$ cat config.mk
export PLATFORM = sky130hd
export DESIGN_NAME = diag_counter_bank
export DESIGN_NICKNAME = d
export VERILOG_FILES = /design/src/rtl/diag_pkg.sv /design/src/rtl/diag_event_map.sv /design/src/rtl/diag_counter.sv /design/src/rtl/diag_req_decode.sv /design/src/rtl/diag_counter_bank.sv
export SDC_FILE = /design/constraint.sdc
export NUM_CORES = 1
export LEC_CHECK = 0
export BUFFER_PORTS_ARGS = -buffer_cell sky130_fd_sc_hd__buf_2
export CAP_MARGIN = 20
export CORE_MARGIN = 2
export CORE_UTILIZATION = 52
export DETAILED_ROUTE_END_ITERATION = 8
export GPL_ROUTABILITY_DRIVEN = 0
export PLACE_DENSITY = 0.71
export SETUP_SLACK_MARGIN = 0.5
export SKIP_CTS_REPAIR_TIMING = 1
export SYNTH_ARGS = -nofsm -noshare
export SYNTH_HDL_FRONTEND = slang
export SYNTH_SLANG_ARGS = --single-unit
$ cat constraint.sdc
create_clock -name clk -period 5.5 [get_ports clk]
set_input_delay 1.1 -clock clk [delete_from_list [all_inputs] [get_ports clk]]
set_output_delay 1.1 -clock clk [all_outputs]
set_load 0.01 [all_outputs]
$ cat src/rtl/diag_pkg.sv
// Package: constants shared by the diagnostic counter bank.
// Assumes counter index order matches subfunction 11..18 read order.
package diag_pkg;
    localparam int NCNT = 8;

    localparam int IX_BUS_MSG  = 0;
    localparam int IX_COMM_ERR = 1;
    localparam int IX_EXC      = 2;
    localparam int IX_SLV_MSG  = 3;
    localparam int IX_NO_RSP   = 4;
    localparam int IX_NAK      = 5;
    localparam int IX_BUSY     = 6;
    localparam int IX_OVR      = 7;

    localparam logic [7:0] SUB_ECHO    = 8'd0;
    localparam logic [7:0] SUB_RESTART = 8'd1;
    localparam logic [7:0] SUB_GETDIAG = 8'd2;
    localparam logic [7:0] SUB_LISTEN  = 8'd4;
    localparam logic [7:0] SUB_CLRALL  = 8'd10;
    localparam logic [7:0] SUB_CNT_LO  = 8'd11;
    localparam logic [7:0] SUB_CNT_HI  = 8'd18;
    localparam logic [7:0] SUB_CLROVR  = 8'd20;

    localparam logic [7:0] ERR_BAD_SUB  = 8'd1;
    localparam logic [7:0] ERR_BAD_DATA = 8'd3;

    typedef enum logic [1:0] {
        RSP_DATA = 2'd0,
        RSP_ERR  = 2'd1,
        RSP_NONE = 2'd2
    } rsp_kind_e;
endpackage

$ cat src/rtl/diag_event_map.sv
// Module: diag_event_map
// Turns frame-outcome status and event pulses into one increment
// strobe per counter. Assumes every input is a single-cycle pulse.
module diag_event_map
    import diag_pkg::*;
(
    input  logic            frm_done,
    input  logic            frm_err,
    input  logic            frm_addr_hit,
    input  logic            frm_bcast,
    input  logic            ovr_evt,
    input  logic            exc_evt,
    input  logic            nak_evt,
    input  logic            busy_evt,
    output logic [NCNT-1:0] inc_vec
);
    logic good_frame;

    // Frame outcome and the event strobes, mapped onto counter indices.
    always_comb begin
        good_frame              = frm_done && !frm_err;
        inc_vec                 = '0;
        inc_vec[IX_BUS_MSG]     = good_frame;
        inc_vec[IX_COMM_ERR]    = frm_done && frm_err;
        inc_vec[IX_SLV_MSG]     = good_frame && frm_addr_hit;
        inc_vec[IX_NO_RSP]      = good_frame && frm_addr_hit && frm_bcast;
        inc_vec[IX_EXC]         = exc_evt;
        inc_vec[IX_NAK]         = nak_evt;
        inc_vec[IX_BUSY]        = busy_evt;
        inc_vec[IX_OVR]         = ovr_evt;
    end
endmodule

$ cat src/rtl/diag_counter.sv
// Module: diag_counter
// One wrapping event counter. A clear takes priority over an increment.
// Assumes a synchronous active-low reset.
module diag_counter #(
    parameter int W = 16
) (
    input  logic         clk,
    input  logic         rst_n,
    input  logic         inc,
    input  logic         clr,
    output logic [W-1:0] q
);
    // Count up, wrapping at 2**W; clear wins.
    always_ff @(posedge clk) begin
        if (!rst_n)      q <= '0;
        else if (clr)    q <= '0;
        else if (inc)    q <= q + 1'b1;
    end


    clr_wins_chk: assert property (@(posedge clk) disable iff (!rst_n)
        clr |=> (q == '0));


    count_step_chk: assert property (@(posedge clk) disable iff (!rst_n)
        (inc && !clr) |=> (q == $past(q) + 1'b1));
endmodule

$ cat src/rtl/diag_req_decode.sv
// Module: diag_req_decode
// Combinational decoder for diagnostics requests. It produces the
// response fields and the state-change strobes for one request.
// Assumes counter values arrive flattened, with index 0 in the low bits.
module diag_req_decode
    import diag_pkg::*;
#(
    parameter int W = 16
) (
    input  logic              req_valid,
    input  logic [15:0]       req_sub,
    input  logic [15:0]       req_data,
    input  logic              lo_mode,
    input  logic [NCNT*W-1:0] cnt_flat,
    input  logic [W-1:0]      diag_reg,
    output rsp_kind_e         kind,
    output logic [W-1:0]      rdata,
    output logic [7:0]        err,
    output logic [NCNT-1:0]   clr_vec,
    output logic              clr_diag,
    output logic              set_lo,
    output logic              clr_lo
);
    localparam int IXW = $clog2(NCNT);

    logic [7:0]     sub_lo;
    logic           sub_hi_bad;
    logic           data_zero;
    logic [IXW-1:0] cnt_ix;
    logic [7:0]     ix_wide;

    // Field split and counter index derivation.
    always_comb begin
        sub_lo     = req_sub[7:0];
        sub_hi_bad = (req_sub[15:8] != 8'd0);
        data_zero  = (req_data == 16'd0);
        ix_wide    = sub_lo - SUB_CNT_LO;
        cnt_ix     = ix_wide[IXW-1:0];
    end

    // Subfunction dispatch with listen-only gating and error precedence.
    always_comb begin
        kind     = RSP_DATA;
        rdata    = req_data;
        err      = 8'd0;
        clr_vec  = '0;
        clr_diag = 1'b0;
        set_lo   = 1'b0;
        clr_lo   = 1'b0;
        if (!req_valid) begin
            kind  = RSP_NONE;
            rdata = '0;
        end else if (lo_mode && (sub_hi_bad || sub_lo != SUB_RESTART)) begin
            kind  = RSP_NONE;
            rdata = '0;
        end else if (sub_hi_bad) begin
            kind = RSP_ERR;
            err  = ERR_BAD_SUB;
        end else begin
            unique case (sub_lo)
                SUB_ECHO: ;
                SUB_RESTART: begin
                    if (data_zero || req_data == 16'hFF00) begin
                        clr_vec           = '1;
                        clr_vec[IX_NAK]   = 1'b0;
                        clr_vec[IX_BUSY]  = 1'b0;
                        clr_lo            = 1'b1;
                    end else begin
                        kind = RSP_ERR;
                        err  = ERR_BAD_DATA;
                    end
                end
                SUB_GETDIAG: begin
                    if (data_zero) rdata = diag_reg;
                    else begin kind = RSP_ERR; err = ERR_BAD_DATA; end
                end
                SUB_LISTEN: begin
                    if (data_zero) begin
                        kind   = RSP_NONE;
                        set_lo = 1'b1;
                    end else begin
                        kind = RSP_ERR;
                        err  = ERR_BAD_DATA;
                    end
                end
                SUB_CLRALL: begin
                    if (data_zero) begin
                        clr_vec  = '1;
                        clr_diag = 1'b1;
                    end else begin
                        kind = RSP_ERR;
                        err  = ERR_BAD_DATA;
                    end
                end
                SUB_CLROVR: begin
                    if (data_zero) clr_vec[IX_OVR] = 1'b1;
                    else begin kind = RSP_ERR; err = ERR_BAD_DATA; end
                end
                default: begin
                    if (sub_lo >= SUB_CNT_LO && sub_lo <= SUB_CNT_HI) begin
                        if (data_zero) rdata = cnt_flat[cnt_ix*W +: W];
                        else begin kind = RSP_ERR; err = ERR_BAD_DATA; end
                    end else begin
                        kind = RSP_ERR;
                        err  = ERR_BAD_SUB;
                    end
                end
            endcase
            if (kind == RSP_ERR) rdata = '0;
        end
    end
endmodule

$ cat src/rtl/diag_counter_bank.sv
// Module: diag_counter_bank (top)
// Serial-line diagnostic counters, diagnostic register and listen-only
// flag, plus a registered diagnostics request/response port.
// Assumes single-cycle status pulses and one request per cycle at most.
module diag_counter_bank
    import diag_pkg::*;
#(
    parameter int CNT_W = 16
) (
    input  logic        clk,
    input  logic        rst_n,
    input  logic        frm_done,
    input  logic        frm_err,
    input  logic        frm_addr_hit,
    input  logic        frm_bcast,
    input  logic        ovr_evt,
    input  logic        exc_evt,
    input  logic        nak_evt,
    input  logic        busy_evt,
    input  logic [15:0] diag_set,
    input  logic        req_valid,
    input  logic [15:0] req_sub,
    input  logic [15:0] req_data,
    output logic        rsp_valid,
    output logic [1:0]  rsp_kind,
    output logic [15:0] rsp_data,
    output logic [7:0]  rsp_err,
    output logic        listen_only
);
    logic [NCNT-1:0]       inc_vec;
    logic [NCNT-1:0]       clr_vec;
    logic [NCNT*CNT_W-1:0] cnt_flat;
    logic [CNT_W-1:0]      diag_q;
    rsp_kind_e             dec_kind;
    logic [CNT_W-1:0]      dec_data;
    logic [7:0]            dec_err;
    logic                  clr_diag;
    logic                  set_lo;
    logic                  clr_lo;

    diag_event_map u_evt (
        .frm_done     (frm_done),
        .frm_err      (frm_err),
        .frm_addr_hit (frm_addr_hit),
        .frm_bcast    (frm_bcast),
        .ovr_evt      (ovr_evt),
        .exc_evt      (exc_evt),
        .nak_evt      (nak_evt),
        .busy_evt     (busy_evt),
        .inc_vec      (inc_vec)
    );

    for (genvar i = 0; i < NCNT; i++) begin : g_cnt
        diag_counter #(.W(CNT_W)) u_cnt (
            .clk   (clk),
            .rst_n (rst_n),
            .inc   (inc_vec[i]),
            .clr   (clr_vec[i]),
            .q     (cnt_flat[i*CNT_W +: CNT_W])
        );
    end

    diag_req_decode #(.W(CNT_W)) u_dec (
        .req_valid (req_valid),
        .req_sub   (req_sub),
        .req_data  (req_data),
        .lo_mode   (listen_only),
        .cnt_flat  (cnt_flat),
        .diag_reg  (diag_q),
        .kind      (dec_kind),
        .rdata     (dec_data),
        .err       (dec_err),
        .clr_vec   (clr_vec),
        .clr_diag  (clr_diag),
        .set_lo    (set_lo),
        .clr_lo    (clr_lo)
    );

    // Diagnostic register: sticky bit set, whole-word clear wins.
    always_ff @(posedge clk) begin
        if (!rst_n)        diag_q <= '0;
        else if (clr_diag) diag_q <= '0;
        else               diag_q <= diag_q | diag_set[CNT_W-1:0];
    end

    // Listen-only flag: entered by subfunction 4, left by restart.
    always_ff @(posedge clk) begin
        if (!rst_n)      listen_only <= 1'b0;
        else if (clr_lo) listen_only <= 1'b0;
        else if (set_lo) listen_only <= 1'b1;
    end

    // Response register: one cycle after each request.
    always_ff @(posedge clk) begin
        if (!rst_n) begin
            rsp_valid <= 1'b0;
            rsp_kind  <= RSP_NONE;
            rsp_data  <= '0;
            rsp_err   <= '0;
        end else begin
            rsp_valid <= req_valid;
            rsp_kind  <= dec_kind;
            rsp_data  <= dec_data;
            rsp_err   <= dec_err;
        end
    end


    rsp_follow_chk: assert property (@(posedge clk) disable iff (!rst_n)
        req_valid |=> rsp_valid);


    rsp_idle_chk: assert property (@(posedge clk) disable iff (!rst_n)
        !req_valid |=> !rsp_valid);


    listen_enter_chk: assert property (@(posedge clk) disable iff (!rst_n)
        (req_valid && !listen_only && req_sub == 16'd4 && req_data == 16'd0)
        |=> (listen_only && rsp_kind == RSP_NONE));


    restart_exit_chk: assert property (@(posedge clk) disable iff (!rst_n)
        (req_valid && req_sub == 16'd1 && req_data == 16'hFF00) |=> !listen_only);


    err_code_chk: assert property (@(posedge clk) disable iff (!rst_n)
        (rsp_valid && rsp_kind == RSP_ERR) |-> (rsp_err == 8'd1 || rsp_err == 8'd3));
endmodule

==> results.md <==
* Core area at 0.01526 mm2
* Die Wd at 129.2 um
* Max H-tree Level at 4
* Clock network power share at 46.3%
* CP Data Arrival Time at 4.07 ns
* N_diodes at 0
* Top-count cell post-synth: nor2_1
* Total Die Area at 0.01670 mm2
* Fillers at 1330
* Sw frac at 22.11%
* First-pass GRT wire length at 30660 um
* Comb power frac at 6.4%
* Status: finished, final reports clean
* CP Max Fanout at 34
* Worst setup EP type: flop
* Via-to-Cell Ratio at 5.555
* Largest net degree at the start of global routing at 49
* Sequential fraction of the synthesis area at 40.76%
* Crit path from: req_sub[0]
* Worst hold-check path type: reg2reg
* P_sw at 582.4 uW
* # DRC at 0
* Initial antenna violation count at 0
* Area leader, netlist: dfxtp_1
* Clock sinks at 166
* Hold Fails Final Rpt at 0
* Final core utilization at 60.53%
* Multi-input logic area at 0.004549 mm2
* Post-DP HPWL at 14130 um
* Period utilization at 67.96%
* Worst EP required at 5.83 ns
* CTS Buffer Depth at 2
* Cells after Synth at 862
* Sequential Area at 0.003323 mm2
* Slew @ Worst Pin at 1.105 ns
* FP Rows at 45
* Post-Route M1 WL at 8989 um
* First drt pass iteration count at 5
* Max-cap violation count at 0
* Reg power frac at 47.3%
* Post-synth EDFFs at 0
* Crit path capture: rsp_data[2]$_SDFF_PP0_
* Worst reg2reg setup slack at 3.57 ns
* Mean Syn Cell Area at 9.458 um2
* Routed wl met2 at 8632 um
* Total CTS buffers at 17
* Maximum vdd drop at 0.2168 mV
* R2R cell count at 5
* Met3 wire length at 1118 um
* Clk_skew at 0.007572 ns
* Worst-path clk slew at 0.06 ns
* Post-synth top cells: 179 x nor2_1, 166 x dfxtp_1, 84 x xor2_1
* Gr usage total at 23.58%
* Cell variety after synth at 55
* DR top layer: met4
* Synth async-reset ratio at 0%
* CTS tree: yes
* P per Cell Area at 285.2 mW/mm2
* Top cell type's share of synthesized area at 40.76%
* Later-pin clock latency in the skew report at 0.42 ns
* Hold path startpoint: diag_q[2]$_SDFF_PP0_
* ANT nets after route at 0
* Synth Warn # at 0
* Internal power at 2.051 mW
* R2R Path End: g_cnt[2].u_cnt.q[15]$_SDFFE_PP0P_
* Worst setup SP type: input pin
* IO Pins at 87
* Grt ovf at 0
* Area delta synth->final at 13.29%
* RSZ-0062 raised after global routing: no
* Achievable Freq at 267.5 MHz
* Static Leak at 3.645 nW
* Layout Nets at 1001
* Period minus WS final at 3.738 ns
* Vias at 6411
* DRT iter0 DRCs at 535
* Rel. slew slack at 25.90%
* Avg WL per Cell at 16.60 um
* Setup violators final at 0
* Setup tns final at 0 ns
* Slew Limit Fails at 0
* Top area cells in the synthesized netlist: dfxtp_1 41%, xor2_1 9.0%, mux4_2 8.8%, nor2_1 8.2%, xnor2_1 4.0%
* Seq cells post-synth at 166
* Primary FF master, synth: dfxtp_1
* Port bufs at 80
* Clock tree root buffer cell: clkbuf_16
* Number of global-route vias before repair at 5916
* Kind of critical path: in2reg
* Final Routed Wirelength at 19160 um
* Die height at 129.2 um
* Post-Syn Area at 0.008153 mm2
* Worst reg2reg path startpoint: g_cnt[2].u_cnt.q[2]$_SDFFE_PP0P_
* Initial Utilization at 53.43%
* Share of cells above drive strength 1 at 18.24%
power by group through the flow:
stage	sequential (mW)	clock, mW	combinational (mW)
2_1_floorplan	1.27	0	0.117
3_3_place_gp	1.27	0	0.166
3_5_place_dp	1.27	0	0.168
4_1_cts	1.24	1.23	0.170
5_1_grt	1.25	1.28	0.186
6_report	1.24	1.22	0.170
flip-flops by register name, indices dropped and copies added (netlist names):
| register | flops |
|---|---|
| g_cnt.u_cnt.q | 128 |
| diag_q | 16 |
| rsp_data | 16 |
| rsp_err | 2 |
| rsp_kind | 2 |
| listen_only | 1 |
| rsp_valid | 1 |
critical path, stage by stage:
cell and delay (ns):
buf_2 0.11, buf_4 0.29, inv_1 0.16, ha_1 0.21
or3b_2 0.46, nand2_1 0.12, o21ai_0 0.16, a2111oi_4 0.82
nand2_1 0.34, o21ai_0 0.29
how the worst min path moves through the flow:
stage / to / slack, ns / cells after the start
5_1_grt: diag_q[9]$_SDFF_PP0_ / 0.51 / 2
3_5_place_dp: diag_q[2]$_SDFF_PP0_ / 0.46 / 2
4_1_cts: diag_q[2]$_SDFF_PP0_ / 0.47 / 2
3_3_place_gp: diag_q[2]$_SDFF_PP0_ / 0.45 / 2
2_1_floorplan: diag_q[15]$_SDFF_PP0_ / 0.43 / 2
6_report: diag_q[2]$_SDFF_PP0_ / 0.47 / 2
cell type report:
type / count / area share, %
clock buffer: 25 / 5.690
timing repair buffer: 86 / 4.958
sequential: 166 / 35.98
multi-input combinational: 652 / 49.25
tap: 211 / 2.858
clock inverter: 7 / 0.9753
inverter: 7 / 0.2845
cells in the final DEF (no fill, tap or decap), types with 5 or more instances in the layout:
cell type and n:
clkbuf_8 7, and4_1 13, xnor2_1 37, nand3_1 48, a221oi_1 8, mux2_2 8
nor4_1 5, ha_1 12, xor2_1 84, nor2_1 179, a21oi_1 6, buf_2 80
nand4_1 21, inv_1 7, conb_1 6, mux2i_1 15, o21ai_0 16, clkbuf_16 17
nor3_1 8, buf_4 5, dfxtp_1 166, a32o_1 8, nand2_1 69, mux4_2 32
and3_1 33
layer usage:
metal / track usage (%) / up-vias
li1: - / 3125
met1: 33.04 / 3045
met2: 37.09 / 208
met3: 4.005 / 33
met4: 8.184 / 0
met5: 0 / -
logic make-up after synthesis:
kind of cell,Yosys count,synth area share (%)
other cells,1,0.04600
flops,166,40.76
xor+xnor,121,13.00
buf+inv,49,3.699
fa+ha+maj,12,1.842
compound gates,49,4.697
mux,55,11.79
simple gates,409,24.17
through the flow:
stage               worst slack (ns)  cell area (um2)  total power, mW  hold WS (ns)  std cells
global route                   1.525             9236            2.715        0.5079       1154
floorplan                      1.739             8172            1.386        0.4339        867
global placement               1.415             8621            1.436        0.4488       1122
finish                         1.762             9236            2.634        0.4730       1154
CTS                            1.744             9236            2.645        0.4707       1154
detailed placement             1.357             8621            1.440        0.4582       1122
No activity file was read; power rests on OpenSTA's default activity.
